[src/rtl/frac_div_pkg.sv]
// Shared types for the fractional division sequencer.
package frac_div_pkg;
    // Number of cascaded first-order stages in the noise shaper.
    localparam int MASH_ORDER = 3;
    // Signed correction: -3..+4 fits in four bits.
    typedef logic [3:0] corr_t;
endpackage

[src/rtl/frac_div_cfg.sv]
// Settings capture register.
// Samples all control inputs together on each clock edge, so downstream
// logic sees one consistent set per cycle. Assumes a synchronous reset.
module frac_div_cfg #(
    parameter int INT_W  = 7,
    parameter int FRAC_W = 18,
    localparam int ACC_W = FRAC_W + 1
) (
    input  logic             clk,
    input  logic             rst_n,
    input  logic             en,
    input  logic             int_only,
    input  logic [INT_W-1:0] div_int,
    input  logic [FRAC_W-1:0] div_frac,
    output logic             cfg_en,
    output logic             cfg_run,
    output logic [INT_W-1:0] cfg_mint,
    output logic [ACC_W-1:0] cfg_inc
);
    logic cfg_io;

    // Capture the settings; the increment carries the built-in half step.
    always_ff @(posedge clk) begin
        if (!rst_n) begin
            cfg_en   <= 1'b0;
            cfg_io   <= 1'b0;
            cfg_mint <= '0;
            cfg_inc  <= '0;
        end else begin
            cfg_en   <= en;
            cfg_io   <= int_only;
            cfg_mint <= div_int;
            cfg_inc  <= {div_frac, 1'b1};
        end
    end

    assign cfg_run = cfg_en && !cfg_io;
endmodule

[src/rtl/frac_div_acc_stage.sv]
// One first-order accumulator stage.
// Adds the addend modulo 2^ACC_W and reports the carry and the new residue
// in the same cycle. Clears while clr is high.
module frac_div_acc_stage #(
    parameter int ACC_W = 19
) (
    input  logic             clk,
    input  logic             rst_n,
    input  logic             clr,
    input  logic [ACC_W-1:0] addend,
    output logic [ACC_W-1:0] residue,
    output logic             carry
);
    logic [ACC_W-1:0] acc;
    logic [ACC_W:0]   total;

    // Wide sum: the top bit is the overflow carry.
    always_comb begin
        total   = {1'b0, acc} + {1'b0, addend};
        carry   = total[ACC_W];
        residue = total[ACC_W-1:0];
    end

    // Keep the residue, or clear when the modulator is idle.
    always_ff @(posedge clk) begin
        if (!rst_n || clr) acc <= '0;
        else               acc <= residue;
    end
endmodule

[src/rtl/frac_div_mash.sv]
// Third-order MASH 1-1-1 noise shaper.
// Three cascaded accumulators driven by the increment. Carries are combined
// through difference terms into a correction of -3..+4. Assumes run is low
// whenever the fraction must not contribute; the correction is then zero.
module frac_div_mash
    import frac_div_pkg::*;
#(
    parameter int ACC_W = 19
) (
    input  logic             clk,
    input  logic             rst_n,
    input  logic             run,
    input  logic [ACC_W-1:0] inc,
    output corr_t            corr
);
    logic [ACC_W-1:0] addend [MASH_ORDER];
    logic [ACC_W-1:0] residue[MASH_ORDER];
    logic [MASH_ORDER-1:0] carry;
    logic c2_d1, c3_d1, c3_d2;
    logic [4:0] mix;

    for (genvar g = 0; g < MASH_ORDER; g++) begin : g_stage
        if (g == 0) begin : g_first
            assign addend[g] = inc;
        end else begin : g_next
            assign addend[g] = residue[g-1];
        end
        frac_div_acc_stage #(.ACC_W(ACC_W)) u_stage (
            .clk    (clk),
            .rst_n  (rst_n),
            .clr    (!run),
            .addend (addend[g]),
            .residue(residue[g]),
            .carry  (carry[g])
        );
    end

    // Delay the later-stage carries for the difference terms.
    always_ff @(posedge clk) begin
        if (!rst_n || !run) begin
            c2_d1 <= 1'b0;
            c3_d1 <= 1'b0;
            c3_d2 <= 1'b0;
        end else begin
            c2_d1 <= carry[1];
            c3_d1 <= carry[2];
            c3_d2 <= c3_d1;
        end
    end

    // Combine the carries: c1 + (1-z)c2 + (1-z)^2 c3, modulo 32.
    always_comb begin
        mix = 5'(carry[0]) + 5'(carry[1]) - 5'(c2_d1) + 5'(carry[2])
              - (5'(c3_d1) << 1) + 5'(c3_d2);
        corr = run ? mix[3:0] : '0;
    end

    // The combined correction stays inside -3..+4.
    always_ff @(posedge clk) begin
        if (rst_n && run) begin
            assert_corr_span_R5: assert ($signed(corr) >= -4'sd3 && $signed(corr) <= 4'sd4)
                else $error("correction out of span");
        end
    end
endmodule

[src/rtl/frac_div_out.sv]
// Output register.
// Adds the correction to the integer of the same captured cycle. Holds the
// plain integer when idle. Assumes mint >= 3 while run is high.
module frac_div_out
    import frac_div_pkg::*;
#(
    parameter int INT_W = 7,
    localparam int OUT_W = INT_W + 1
) (
    input  logic             clk,
    input  logic             rst_n,
    input  logic             cfg_en,
    input  logic             run,
    input  logic [INT_W-1:0] mint,
    input  corr_t            corr,
    output logic [OUT_W-1:0] div_val,
    output logic             div_valid
);
    logic [OUT_W:0] corr_x;
    logic [OUT_W:0] total;

    // Sign-extend the correction and form the divide value.
    always_comb begin
        corr_x = {{(OUT_W-3){corr[3]}}, corr};
        total  = {2'b00, mint} + corr_x;
    end

    // Register the value and its strobe.
    always_ff @(posedge clk) begin
        if (!rst_n) begin
            div_val   <= '0;
            div_valid <= 1'b0;
        end else begin
            div_val   <= total[OUT_W-1:0];
            div_valid <= cfg_en;
        end
    end

    // Leaving reset shows the cleared state.
    assert_reset_clear_R1: assert property (@(posedge clk)
        $rose(rst_n) |-> (!div_valid && div_val == '0))
        else $error("outputs not cleared by reset");

    // Fractional output stays within -3..+4 of its own integer.
    assert_val_span_R5: assert property (@(posedge clk) disable iff (!rst_n)
        run |=> ($signed({1'b0, div_val}) >= $signed({2'b00, $past(mint)}) - 3 &&
                 $signed({1'b0, div_val}) <= $signed({2'b00, $past(mint)}) + 4))
        else $error("divide value outside span");
endmodule

[src/rtl/frac_div_seq.sv]
// Fractional-N division sequencer, top level.
// Captures the settings, runs a MASH 1-1-1 modulator on the 19-bit
// increment 2*frac+1 and emits one integer divide value per reference cycle.
// Latency from pins to div_val is two edges.
module frac_div_seq
    import frac_div_pkg::*;
#(
    parameter int INT_W  = 7,
    parameter int FRAC_W = 18,
    localparam int ACC_W = FRAC_W + 1,
    localparam int OUT_W = INT_W + 1
) (
    input  logic              clk,
    input  logic              rst_n,
    input  logic              en,
    input  logic              int_only,
    input  logic [INT_W-1:0]  div_int,
    input  logic [FRAC_W-1:0] div_frac,
    output logic [OUT_W-1:0]  div_val,
    output logic              div_valid
);
    logic             cfg_en;
    logic             cfg_run;
    logic [INT_W-1:0] cfg_mint;
    logic [ACC_W-1:0] cfg_inc;
    corr_t            corr;

    frac_div_cfg #(.INT_W(INT_W), .FRAC_W(FRAC_W)) u_cfg (
        .clk(clk), .rst_n(rst_n), .en(en), .int_only(int_only),
        .div_int(div_int), .div_frac(div_frac),
        .cfg_en(cfg_en), .cfg_run(cfg_run), .cfg_mint(cfg_mint), .cfg_inc(cfg_inc)
    );

    frac_div_mash #(.ACC_W(ACC_W)) u_mash (
        .clk(clk), .rst_n(rst_n), .run(cfg_run), .inc(cfg_inc), .corr(corr)
    );

    frac_div_out #(.INT_W(INT_W)) u_out (
        .clk(clk), .rst_n(rst_n), .cfg_en(cfg_en), .run(cfg_run),
        .mint(cfg_mint), .corr(corr), .div_val(div_val), .div_valid(div_valid)
    );

    // Disabled: strobe low and plain integer two edges later.
    assert_idle_hold_R3: assert property (@(posedge clk) disable iff (!rst_n)
        !en |=> ##1 (!div_valid && div_val == OUT_W'($past(div_int, 2))))
        else $error("idle output wrong");

    // Integer-only: strobe high and plain integer two edges later.
    assert_int_mode_R4: assert property (@(posedge clk) disable iff (!rst_n)
        (en && int_only) |=> ##1 (div_valid && div_val == OUT_W'($past(div_int, 2))))
        else $error("integer-only output wrong");
endmodule

[config.mk]
export PLATFORM = sky130hd
export DESIGN_NAME = frac_div_seq
export DESIGN_NICKNAME = d
export VERILOG_FILES = /design/src/rtl/frac_div_pkg.sv /design/src/rtl/frac_div_cfg.sv /design/src/rtl/frac_div_acc_stage.sv /design/src/rtl/frac_div_mash.sv /design/src/rtl/frac_div_out.sv /design/src/rtl/frac_div_seq.sv
export SDC_FILE = /design/constraint.sdc
export NUM_CORES = 1
export LEC_CHECK = 0
export CAP_MARGIN = 20
export CORE_MARGIN = 10
export CORE_UTILIZATION = 64
export DETAILED_ROUTE_END_ITERATION = 8
export GPL_TIMING_DRIVEN = 0
export PLACE_DENSITY = 0.83
export SYNTH_ARGS = -nofsm -noshare
export SYNTH_HDL_FRONTEND = slang
export SYNTH_SLANG_ARGS = --single-unit
[constraint.sdc]
create_clock -name clk -period 21 [get_ports clk]
set_clock_uncertainty 0.1 [all_clocks]
set_input_delay 2.1 -clock clk [delete_from_list [all_inputs] [get_ports clk]]
set_output_delay 2.1 -clock clk [all_outputs]
set_load 0.02 [all_outputs]
==> results.yml <==
status:
  status: "finished clean"
cts:
  postCtsHoldBufs: 0
  htreeDepth: 3
  ctsResizeCount: 0
  cts_tree: "built"
  cts_buffers: 9
  clk_pin_slew_ns: 0.11
  clk_path_buf_depth: 2
  clk_latency_ns: 0.37
  cts_num_sinks: 97
  post-cts-setup-buffer-count: 0
  root_buffer: "clkbuf_8"
critical_path:
  reg2regPathDepth: 35
  cpMostUsedCell: "ha_1"
  timing.rr.end: "u_out.div_val[6]"
  reg2reg_from: "u_cfg.cfg_inc[0]"
  timing.reg2reg.setup_slack_ns: 13.24
  crit_path_start: "u_cfg.cfg_inc[0]"
  cp_data_required_time_ns: 21.18
  worstSetupEndpointType: "flop"
  critPathSlowestCell: "fa_1"
  arrival_ns: 7.93
  critical_path_class: "flop to flop"
  crit_fanout: 4
  start_kind: "flop"
  max_stage_delay_ns: 0.41
global_routing:
  antenna_found_initial: 0
  grt_pass1_vias: 4655
  track_usage: 0.195
  overflow: 0
  grt_pass1_wl_mm: 21.4
  grt_max_degree: 19
pwr:
  p_leak_uw: 0.00310
  p_per_area_nw_per_um2: 59.6
  vdd_drop_max_v: 0.0000376
placement:
  place_hpwl_mm: 9.89
  io_buffers: 37
  gp_routability_congestion: 0.907
  dp_slack_ns: 13.39
yosys:
  synth_edf_count: 0
  yosys-top-cells-area: "dfxtp_1 34%, ha_1 15%, and2_1 6.2%, a21oi_1 4.1%, a21o_1 3.8%"
  yosysSeqAreaShare: 0.336
  yosysTopAreaCell: "dfxtp_1"
  synth_fp_nets: 748
  yosysWarnings: 0
  ys_async_sr_fraction: 0
  syn_area_sq_um: 5780
  synthFlopType: "dfxtp_1"
  syn_inst: 645
  avgSynthCellArea_sq_um: 8.97
  synth_cell_types: 56
  synth_seq_cells: 97
  yosysTopAreaCellShare: 0.336
detailed_routing:
  drc: 0
  routed_wl_mm: 12.7
  via_per_inst: 5.88
  drt_iter0_drc: 170
  drtAntennaViolNets: 0
  dr.pass1.iters: 5
  vias: 4737
  wire_per_inst_um: 15.8
layout:
  nets: 796
  layout_commonest_cell: "dfxtp_1"
  n_antenna_cell: 0
  synthToLayoutAreaGrowth_pct: 12.4
  fillers: 684
  drive_gt1_frac: 0.0401
  layout_common_cells: "97 x dfxtp_1, 68 x ha_1, 57 x and2_1"
  finalCoreUtilization: 0.742
hold_path:
  hp-start: "u_cfg.cfg_en"
  min_path_type: "flop to flop"
  worstHoldEndpoint: "u_out.div_valid"
  holdPathStages: 1
floorplanning:
  start_util: 0.660
  die_h_um: 115
  ios: 38
  dieArea_sq_um: 13200
  die_width_um: 115
  core.rowCount: 34
  coreArea_sq_um: 8760
timing:
  setup_slack_ns: 13.24
  worst_pin_slew_ns: 0.820
  fmax_ghz: 0.129
  slew_viol_final: 0
  hold_violations: 0
  finalCriticalPeriod_ns: 7.76
  finalCritPeriodShare: 0.369
  max_slew_margin: 0.453
  finalSetupTns_ns: 0
  rsz0062_at_grt: "no"
  setup_violations: 0
run:
  drv_cap: 0
==> cell usage after synthesis, drive strengths merged, types with 20 or more instances <==
master	instances
nor2	44
a21oi	47
xnor2	20
a21o	29
nor3	22
o21ai	24
dfxtp	97
ha	68
nand2	36
xor2	20
inv	23
and2	57
==> flip-flops by register name, indices dropped and copies added, names as in the netlist, 7 cells and up <==
name and count:
u_cfg.cfg_inc 19, u_mash.g_stage.u_stage.acc 57, u_cfg.cfg_mint 7, u_out.div_val 8
==> metal layers <==
metal,share of wire,vias up,track usage,routed length (um)
met1,0.45,2229,0.240,5680
met5,0,-,0,0
li1,-,2395,-,-
met2,0.49,97,0.343,6250
met4,0.019,0,0.0602,240
met3,0.043,16,0.0271,551
==> area by class of cell <==
class,count,area (sq um),area share
Tap cell,108,135,0.0208
Buffer,19,72.6,0.0112
Multi-Input combinational cell,506,3680,0.567
Sequential cell,97,1940,0.299
Clock buffer,9,124,0.0191
Clock inverter,7,85.1,0.0131
Timing Repair Buffer,37,370,0.0570
Inverter,23,86.3,0.0133
==> power breakdown <==
group,total (uW),switching [uW],internal [uW]
clock,129,71.9,57.2
combinational,65.9,37.1,28.7
sequential,192,2.56,190
total,387,112,276
==> worst max path at each step <==
stage / to / cells after the start / slack [ns]
2_1_floorplan: u_out.div_val[5] / 33 / 14.33
5_1_grt: u_out.div_val[6] / 35 / 12.74
3_5_place_dp: u_out.div_val[6] / 35 / 13.39
6_report: u_out.div_val[6] / 35 / 13.24
3_3_place_gp: u_out.div_val[5] / 33 / 13.55
4_1_cts: u_out.div_val[6] / 35 / 13.33
==> through the flow <==
stage                     std cells  hold slack, ns  total power, uW  area [sq um]
after floorplan                 645           0.346              243          5780
after global routing            806           0.420              406          6500
after global placement          790           0.379              259          6290
final                           806           0.403              387          6500
after CTS                       806           0.404              390          6500
after detailed placement        790           0.392              262          6290
==> kinds of logic after synthesis <==
group	Yosys count	share of synthesized area
buffers and inverters	42	0.0275
AND/OR/NAND/NOR	220	0.202
XOR/XNOR	40	0.0606
adder cells (fa/ha/maj)	74	0.168
flip-flops	97	0.336
AO/OA/AOI/OAI	166	0.196
multiplexers	6	0.0104
==> worst max-delay path, delay by kind of cell (launching register included) <==
kind / cells / cell delay, ns
muxes: 1 / 0.25
xor gates and xnor gates: 1 / 0.08
AOI/OAI and AO/OA: 14 / 2.75
buffers and inverters: 2 / 0.12
adders and majority gates: 9 / 2.75
DFF: 1 / 0.32
and+or+nand+nor: 8 / 1.30
(Power assumes the default switching activity.)
